File: config.mk
export PLATFORM = sky130hd
export DESIGN_NAME = ssm_ctrl
export DESIGN_NICKNAME = d
export VERILOG_FILES = /design/src/rtl/ssm_pkg.sv /design/src/rtl/ssm_lockfield.sv /design/src/rtl/ssm_events.sv /design/src/rtl/ssm_fsm.sv /design/src/rtl/ssm_ctrl.sv
export SDC_FILE = /design/constraint.sdc
export NUM_CORES = 1
export LEC_CHECK = 0
export BUFFER_PORTS_ARGS = -buffer_cell sky130_fd_sc_hd__clkbuf_2
export CAP_MARGIN = 20
export CORE_MARGIN = 3
export CORE_UTILIZATION = 40
export DETAILED_ROUTE_END_ITERATION = 7
export SLEW_MARGIN = 20
export SYNTH_ARGS = -nofsm -noshare
export SYNTH_HDL_FRONTEND = slang
export SYNTH_SLANG_ARGS = --single-unit
File: constraint.sdc
create_clock -name clk -period 2.9 [get_ports clk]
set_input_delay 0.29 -clock clk [delete_from_list [all_inputs] [get_ports clk]]
set_output_delay 0.29 -clock clk [all_outputs]
set_load 0.02 [all_outputs]
File: src/rtl/ssm_pkg.sv
package ssm_pkg;
    localparam int DATA_W  = 32;
    localparam int EVT_W   = 16;
    localparam int MASK_W  = 15;
    localparam int HALF_W  = DATA_W / 2;
    localparam int NUM_FLD = 4;

    localparam logic [7:0] OFF_STATE = 8'h00;
    localparam logic [7:0] OFF_SCFG  = 8'h04;
    localparam logic [7:0] OFF_VIOL  = 8'h08;
    localparam logic [7:0] OFF_ESC   = 8'h0C;
    localparam logic [7:0] OFF_EVT   = 8'h10;
    localparam logic [7:0] OFF_LIFE  = 8'h14;

    typedef enum logic [3:0] {
        ST_INS  = 4'b0001,
        ST_SEC  = 4'b0010,
        ST_NSEC = 4'b0100,
        ST_FAIL = 4'b1000
    } ssm_state_e;

    typedef struct packed {
        logic              lock;
        logic [MASK_W-1:0] mask;
    } mask_fld_t;

    function automatic logic one_hot4(input logic [3:0] v);
        return (v != 4'b0) && ((v & (v - 4'd1)) == 4'b0);
    endfunction
endpackage

File: src/rtl/ssm_lockfield.sv
module ssm_lockfield #(
    parameter int W = 15
) (
    input  logic         clk,
    input  logic         rst,
    input  logic         we,
    input  logic [W:0]   wdata,
    output logic [W-1:0] val,
    output logic         lock
);
    always_ff @(posedge clk) begin
        if (rst) begin
            lock <= 1'b0;
            val  <= '0;
        end else if (we && !lock) begin
            lock <= wdata[W];
            val  <= wdata[W-1:0];
        end
    end

    p_lock_sticky_r6: assert property (@(posedge clk) disable iff (rst)
        lock |=> (lock && $stable(val)));
endmodule

File: src/rtl/ssm_events.sv
module ssm_events
    import ssm_pkg::*;
(
    input  logic              clk,
    input  logic              rst,
    input  logic [EVT_W-1:0]  ev,
    input  ssm_state_e        state,
    input  logic [MASK_W-1:0] vio_sec,
    input  logic [MASK_W-1:0] vio_nsec,
    input  logic [MASK_W-1:0] esc_m_sec,
    input  logic [MASK_W-1:0] esc_m_nsec,
    output logic              viol,
    output logic              esc_s,
    output logic              esc_n,
    output logic [EVT_W-1:0]  ev_q
);
    logic [MASK_W-1:0] ev_m;
    assign ev_m = ev[MASK_W-1:0];

    always_comb begin
        viol  = ((state == ST_SEC)  && |(ev_m & vio_sec)) ||
                ((state == ST_NSEC) && |(ev_m & vio_nsec));
        esc_s = (state == ST_SEC)  && |(ev_m & esc_m_sec);
        esc_n = (state == ST_NSEC) && |(ev_m & esc_m_nsec);
    end

    always_ff @(posedge clk) begin
        if (rst) ev_q <= '0;
        else     ev_q <= ev;
    end

    p_esc_sec_state_r8: assert property (@(posedge clk) disable iff (rst)
        esc_s |-> (state == ST_SEC));
    p_esc_nsec_state_r8: assert property (@(posedge clk) disable iff (rst)
        esc_n |-> (state == ST_NSEC));
    p_evt_sample_r9: assert property (@(posedge clk) disable iff (rst)
        1'b1 |=> (ev_q == $past(ev)));
endmodule

File: src/rtl/ssm_fsm.sv
module ssm_fsm
    import ssm_pkg::*;
(
    input  logic       clk,
    input  logic       rst,
    input  logic       req_vld,
    input  logic [3:0] req,
    input  logic       sec_ok,
    input  logic       nsec_ok,
    input  logic       restart,
    input  logic       viol,
    output ssm_state_e state
);
    always_ff @(posedge clk) begin
        if (rst) begin
            state <= ST_INS;
        end else if (viol) begin
            state <= ST_FAIL;
        end else if (req_vld) begin
            if (state == ST_FAIL) begin
                if (req == ST_INS && restart) state <= ST_INS;
            end else begin
                case (req)
                    ST_INS:  state <= ST_INS;
                    ST_SEC:  state <= sec_ok  ? ST_SEC  : ST_FAIL;
                    ST_NSEC: state <= nsec_ok ? ST_NSEC : ST_FAIL;
                    default: state <= ST_FAIL;
                endcase
            end
        end
    end

    p_state_onehot_r2: assert property (@(posedge clk) disable iff (rst)
        $countones(state) == 1);
    p_viol_to_fail_r7: assert property (@(posedge clk) disable iff (rst)
        viol |=> (state == ST_FAIL));
    p_fail_locked_r5: assert property (@(posedge clk) disable iff (rst)
        (state == ST_FAIL && !restart) |=> (state == ST_FAIL));
    p_deny_sec_r4: assert property (@(posedge clk) disable iff (rst)
        (req_vld && req == ST_SEC && !sec_ok && state != ST_FAIL) |=> (state == ST_FAIL));
endmodule

File: src/rtl/ssm_ctrl.sv
module ssm_ctrl
    import ssm_pkg::*;
#(
    parameter int ADDR_W = 8
) (
    input  logic              clk,
    input  logic              rst,
    input  logic              reg_wr,
    input  logic [ADDR_W-1:0] reg_addr,
    input  logic [DATA_W-1:0] reg_wdata,
    output logic [DATA_W-1:0] reg_rdata,
    input  logic              sec_healthy,
    input  logic              nsec_healthy,
    input  logic [EVT_W-1:0]  sec_events,
    input  logic [7:0]        lifecycle,
    output logic              esc_sec,
    output logic              esc_nsec
);
    logic [7:0] off;
    assign off = 8'(reg_addr);

    // Configuration fields: 0 = secure violation, 1 = non-secure violation,
    // 2 = secure escalation, 3 = non-secure escalation.
    mask_fld_t fld [NUM_FLD];

    for (genvar g = 0; g < NUM_FLD; g++) begin : g_fld
        localparam logic [7:0] FOFF = (g < 2) ? OFF_VIOL : OFF_ESC;
        localparam int         LSB  = (g % 2) * HALF_W;
        ssm_lockfield #(.W(MASK_W)) u_fld (
            .clk   (clk),
            .rst   (rst),
            .we    (reg_wr && off == FOFF),
            .wdata (reg_wdata[LSB +: HALF_W]),
            .val   (fld[g].mask),
            .lock  (fld[g].lock)
        );
    end

    logic restart, restart_lock;
    ssm_lockfield #(.W(1)) u_restart (
        .clk   (clk),
        .rst   (rst),
        .we    (reg_wr && off == OFF_SCFG),
        .wdata ({reg_wdata[3], reg_wdata[0]}),
        .val   (restart),
        .lock  (restart_lock)
    );

    ssm_state_e       state;
    logic             viol;
    logic [EVT_W-1:0] ev_q;
    logic             req_vld;

    assign req_vld = reg_wr && off == OFF_STATE && one_hot4(reg_wdata[7:4]);

    ssm_events u_evt (
        .clk        (clk),
        .rst        (rst),
        .ev         (sec_events),
        .state      (state),
        .vio_sec    (fld[0].mask),
        .vio_nsec   (fld[1].mask),
        .esc_m_sec  (fld[2].mask),
        .esc_m_nsec (fld[3].mask),
        .viol       (viol),
        .esc_s      (esc_sec),
        .esc_n      (esc_nsec),
        .ev_q       (ev_q)
    );

    ssm_fsm u_fsm (
        .clk     (clk),
        .rst     (rst),
        .req_vld (req_vld),
        .req     (reg_wdata[7:4]),
        .sec_ok  (sec_healthy),
        .nsec_ok (nsec_healthy),
        .restart (restart),
        .viol    (viol),
        .state   (state)
    );

    always_comb begin
        reg_rdata = '0;
        case (off)
            OFF_STATE: reg_rdata = {14'b0, nsec_healthy, sec_healthy, 8'b0, state, 4'b0};
            OFF_SCFG:  reg_rdata = {28'b0, restart_lock, 2'b0, restart};
            OFF_VIOL:  reg_rdata = {fld[1], fld[0]};
            OFF_ESC:   reg_rdata = {fld[3], fld[2]};
            OFF_EVT:   reg_rdata = {ev_q, 12'b0, esc_nsec, esc_sec, 2'b0};
            OFF_LIFE:  reg_rdata = {24'b0, lifecycle};
            default:   reg_rdata = '0;
        endcase
    end

    p_restart_sticky_r6: assert property (@(posedge clk) disable iff (rst)
        restart_lock |=> (restart_lock && $stable(restart)));
endmodule

==> parameters.txt <==
Parameter                              Value

Run status
  Outcome ... finished, final reports clean

Timing
  Final setup slack of the worst path ... slightly below 0.6 ns
  Highest clock rate ... approximately 0.43 GHz
  Post-route clock skew ... about 0.010 ns
  Setup repair after global routing missed its margin ... false
  Final setup violation count ... 0
  Pins Over Slew Limit ... 0
  Sum of negative setup slack ... 0 ns
  Final hold vios ... 0
  Time the final worst path needs with I/O delays and setup ... 2.309 ns
  Transition at the pin with the smallest max-transition slack ... between 0.6 and 0.7 ns
  Ratio of final minimum period to clock period ... roughly four fifths
  Slew headroom ... 57.56%

Clock tree
  CTS tree ... yes
  Clock tree buffer depth ... 2
  Sink count of the clock tree ... 86
  Total clock buffers created by CTS ... 9
  Number of buffers added to fix hold violations after cts ... 0
  Number of gates resized after cts ... 0
  Root buffer cell ... sky130_fd_sc_hd__clkbuf_8
  H-tree Lvls ... 3
  Clk Latency, worst-skew pair ... between 0.3 and 0.4 ns
  Post-CTS Setup Bufs ... 0
  Clock transition time at the flip-flop clock pins of the worst setup and hold paths ... approximately 0.09 ns

Routing
  DRC violation count after routing ... 0
  Number of violations reported at the end of detailed-routing iteration 0 ... roughly 480
  Average routed wire per standard cell ... between 15 and 20 um
  Post-DRT Antenna Nets ... 0
  Number of detailed-routing iterations run before antenna repair ... 8
  Number of vias in the routed layout ... a little over 4000
  Detailed Route WL ... around 13000 um
  Via density per instance ... 5.680

Floorplanning
  Standard-cell rows ... 36
  Die width ... ~110 um
  Top-level I/O count ... about 100
  Placeable Area ... a little under 0.01 sq mm
  Vertical die dimension ... 106.8 um
  Full die area ... approximately 0.011 sq mm
  Initial core utilization ... between 40% and 50%

Yosys
  XOR/XNOR Fraction of Synth Area ... 0.2154%
  Sequential cell area fraction in the yosys report ... between 40 and 50%
  Proportion of synthesized area in mux cells ... less than 1%
  Mean cell area of the mapped netlist ... slightly above 8 sq um
  Simple logic cell fraction of the synthesized area ... roughly 25%
  Compound-cell area share of the yosys netlist ... about a quarter
  Post-Syn Instances ... 490
  Yosys cell types ... just over 40
  Largest family of logic cells by synthesized area ... compound AO/OA/AOI/OAI gates
  Number of synthesized register bits ... 86
  Count of warnings emitted by yosys ... 0
  Cell area after synthesis ... roughly 0.0041 sq mm
  Synthesized netlist net count ... ~560
  Adder and majority cell fraction of the synthesized area ... 0%

Layout
  Area Growth Syn to Fin ... 19.97%
  Share of post-route cells with drive strength above 1 ... a little over a quarter
  Net count reported at finish ... 650
  Count of antenna diodes in the layout ... 0

Worst setup path
  Kind of critical path ... flip-flop to output port
  Worst setup SP type ... flip-flop
  Kind of end point of the critical path ... output port
  Worst-path maximum fanout ... 5
  Register-to-register setup slack ... roughly 1.1 ns
  Required time reported for the critical path endpoint ... about 2.6 ns
  Reg-to-Reg Start ... u_fsm.state[3]
  Crit path arrival time ... approximately 2 ns
  Critical Path Source ... u_fsm.state[3]
  Critical R2R Capture ... u_fsm.state[0]
  Number of cells on the worst reg-to-reg path ... 4

Min path
  Hold Crit Class ... input pin to flip-flop
  Count of cells along the worst hold path ... 2
  Worst hold path endpoint ... u_evt.ev_q[15]
  Min-delay src ... sec_events[15]

Pwr
  Total power divided by cell area ... 457.0 mW/mm^2
  Worst VDD drop ... about 0.00022 V
  Leakage power of the design ... 1.962 nW

Placement
  Post-place setup slack ... ~0.64 ns
  DPL Wire Length ... around 9500 um
  Port buffer count ... 102
  Routability Congestion ... approximately 0.84

Global routing
  Antenna violations before repair ... 0
  Wire length of the first global-routing pass ... slightly above 20000 um
  Total congestion overflow after global routing ... 0
  Number of global-route vias before repair ... 3856
  Overall fraction of global-route tracks in use ... roughly a quarter
  Largest net degree at the start of global routing ... 39

Job
  Max Cap Viol ... 0
sequential cells by signal, indices dropped and copies added, names as in the netlist:
register	flops
u_evt.ev_q	16
g_fld.u_fld.val	60
u_fsm.state	4
u_restart.val	1
u_restart.lock	1
g_fld.u_fld.lock	4
how the worst max path moves through the flow:
stage | to | slack (ns)
2_1_floorplan | reg_rdata[3] | 0.67
3_3_place_gp | reg_rdata[4] | 0.65
3_5_place_dp | reg_rdata[3] | 0.64
4_1_cts | reg_rdata[3] | 0.61
5_1_grt | reg_rdata[3] | 0.47
6_report | reg_rdata[3] | 0.59
per-stage QoR:
step	hold slack (ns)	util [%]	instances	total power (W)	instance area [sq um]
after floorplan	0.4182	-	490	0.001278	4066
after global placement	0.4515	47.58	703	0.001367	4672
after detailed placement	0.4576	47.58	703	0.001370	4672
after CTS	0.1370	49.68	719	0.002243	4878
after global routing	0.1551	49.68	719	0.002305	4878
final	0.1470	49.68	719	0.002229	4878
cells in the mapped netlist, drive strengths merged:
cell	number	area [sq um]
a311oi	1	8.760
a222oi	27	270.3
nor4b	7	67.56
a221o	1	10.01
o21a	1	7.510
xor2	1	8.760
or4	2	18.77
nor4	4	70.07
inv	17	63.81
buf	17	121.4
a31oi	6	37.54
mux2i	3	30.03
nand3b	5	37.54
o31a	1	8.760
nand2b	3	18.77
a21oi	61	380.4
dfxtp	86	1722
a22o	8	70.07
nand3	4	20.02
and4	1	8.760
clkbuf	20	75.07
nand4	3	18.77
nor2b	16	100.1
a211oi	1	7.510
o21ai	2	10.01
nand2	141	531.8
a22oi	27	202.7
o311a	1	10.01
a21boi	1	7.510
nor2	13	51.30
and4bb	1	12.51
and3b	5	43.79
nor3	3	15.01
power by group:
part / internal (W) / switching (W) / leakage (nW)
Clock: 0.000428 / 0.000457 / 0.103
Sequential: 0.00119 / 0.00000400 / 0.697
Combinational: 0.0000520 / 0.0000954 / 1.16
Total: 0.00167 / 0.000557 / 1.96
per-layer routing:
| metal | wire length [um] | global-route usage [%] | part of all wire, % | up-vias |
|---|---|---|---|---|
| met5 | 0 | 0 | 0 | - |
| met1 | 5973 | 33.18 | 45 | 1931 |
| li1 | - | - | - | 1936 |
| met3 | 1076 | 5.298 | 8.1 | 18 |
| met4 | 173 | 4.932 | 1.3 | 0 |
| met2 | 6138 | 36.29 | 46 | 199 |
layout make-up:
cell class	instances	area, sq um
sequential	86	1722
clock buffer	10	137.6
inverter	17	63.81
multi-input combinational	350	2085
timing repair buffer	117	635.6
fill	1029	4941
clock inverter	6	68.82
tap	133	166.4
cells in the final DEF (no fill, tap or decap), types with 6 or more instances in the layout:
cell type | netlist | routed
sky130_fd_sc_hd__nand2_1 | 140 | 140
sky130_fd_sc_hd__clkbuf_2 | 0 | 101
sky130_fd_sc_hd__dfxtp_1 | 86 | 86
sky130_fd_sc_hd__a21oi_1 | 41 | 41
sky130_fd_sc_hd__a22oi_1 | 27 | 27
sky130_fd_sc_hd__a222oi_1 | 27 | 27
sky130_fd_sc_hd__a21oi_2 | 20 | 20
sky130_fd_sc_hd__inv_1 | 17 | 17
sky130_fd_sc_hd__nor2b_1 | 16 | 16
sky130_fd_sc_hd__buf_4 | 2 | 14
sky130_fd_sc_hd__nor2_1 | 12 | 12
sky130_fd_sc_hd__clkbuf_8 | 0 | 10
sky130_fd_sc_hd__a22o_1 | 8 | 8
sky130_fd_sc_hd__nor4b_1 | 6 | 6
sky130_fd_sc_hd__a31oi_1 | 6 | 6
worst max-delay path, cell delays in order (launching register included):
cell	delay (ns)
sky130_fd_sc_hd__dfxtp_1	0.36
sky130_fd_sc_hd__nor4b_1	0.60
sky130_fd_sc_hd__o31a_1	0.33
sky130_fd_sc_hd__a222oi_1	0.09
sky130_fd_sc_hd__nand2_1	0.10
sky130_fd_sc_hd__clkbuf_2	0.17
cells by family after synthesis:
family	Yosys count
muxes	3
and+or+nand+nor	208
DFF	86
AOI/OAI and AO/OA	138
buffers and inverters	54
xor gates and xnor gates	1
No activity file was read; power rests on OpenSTA's default activity.
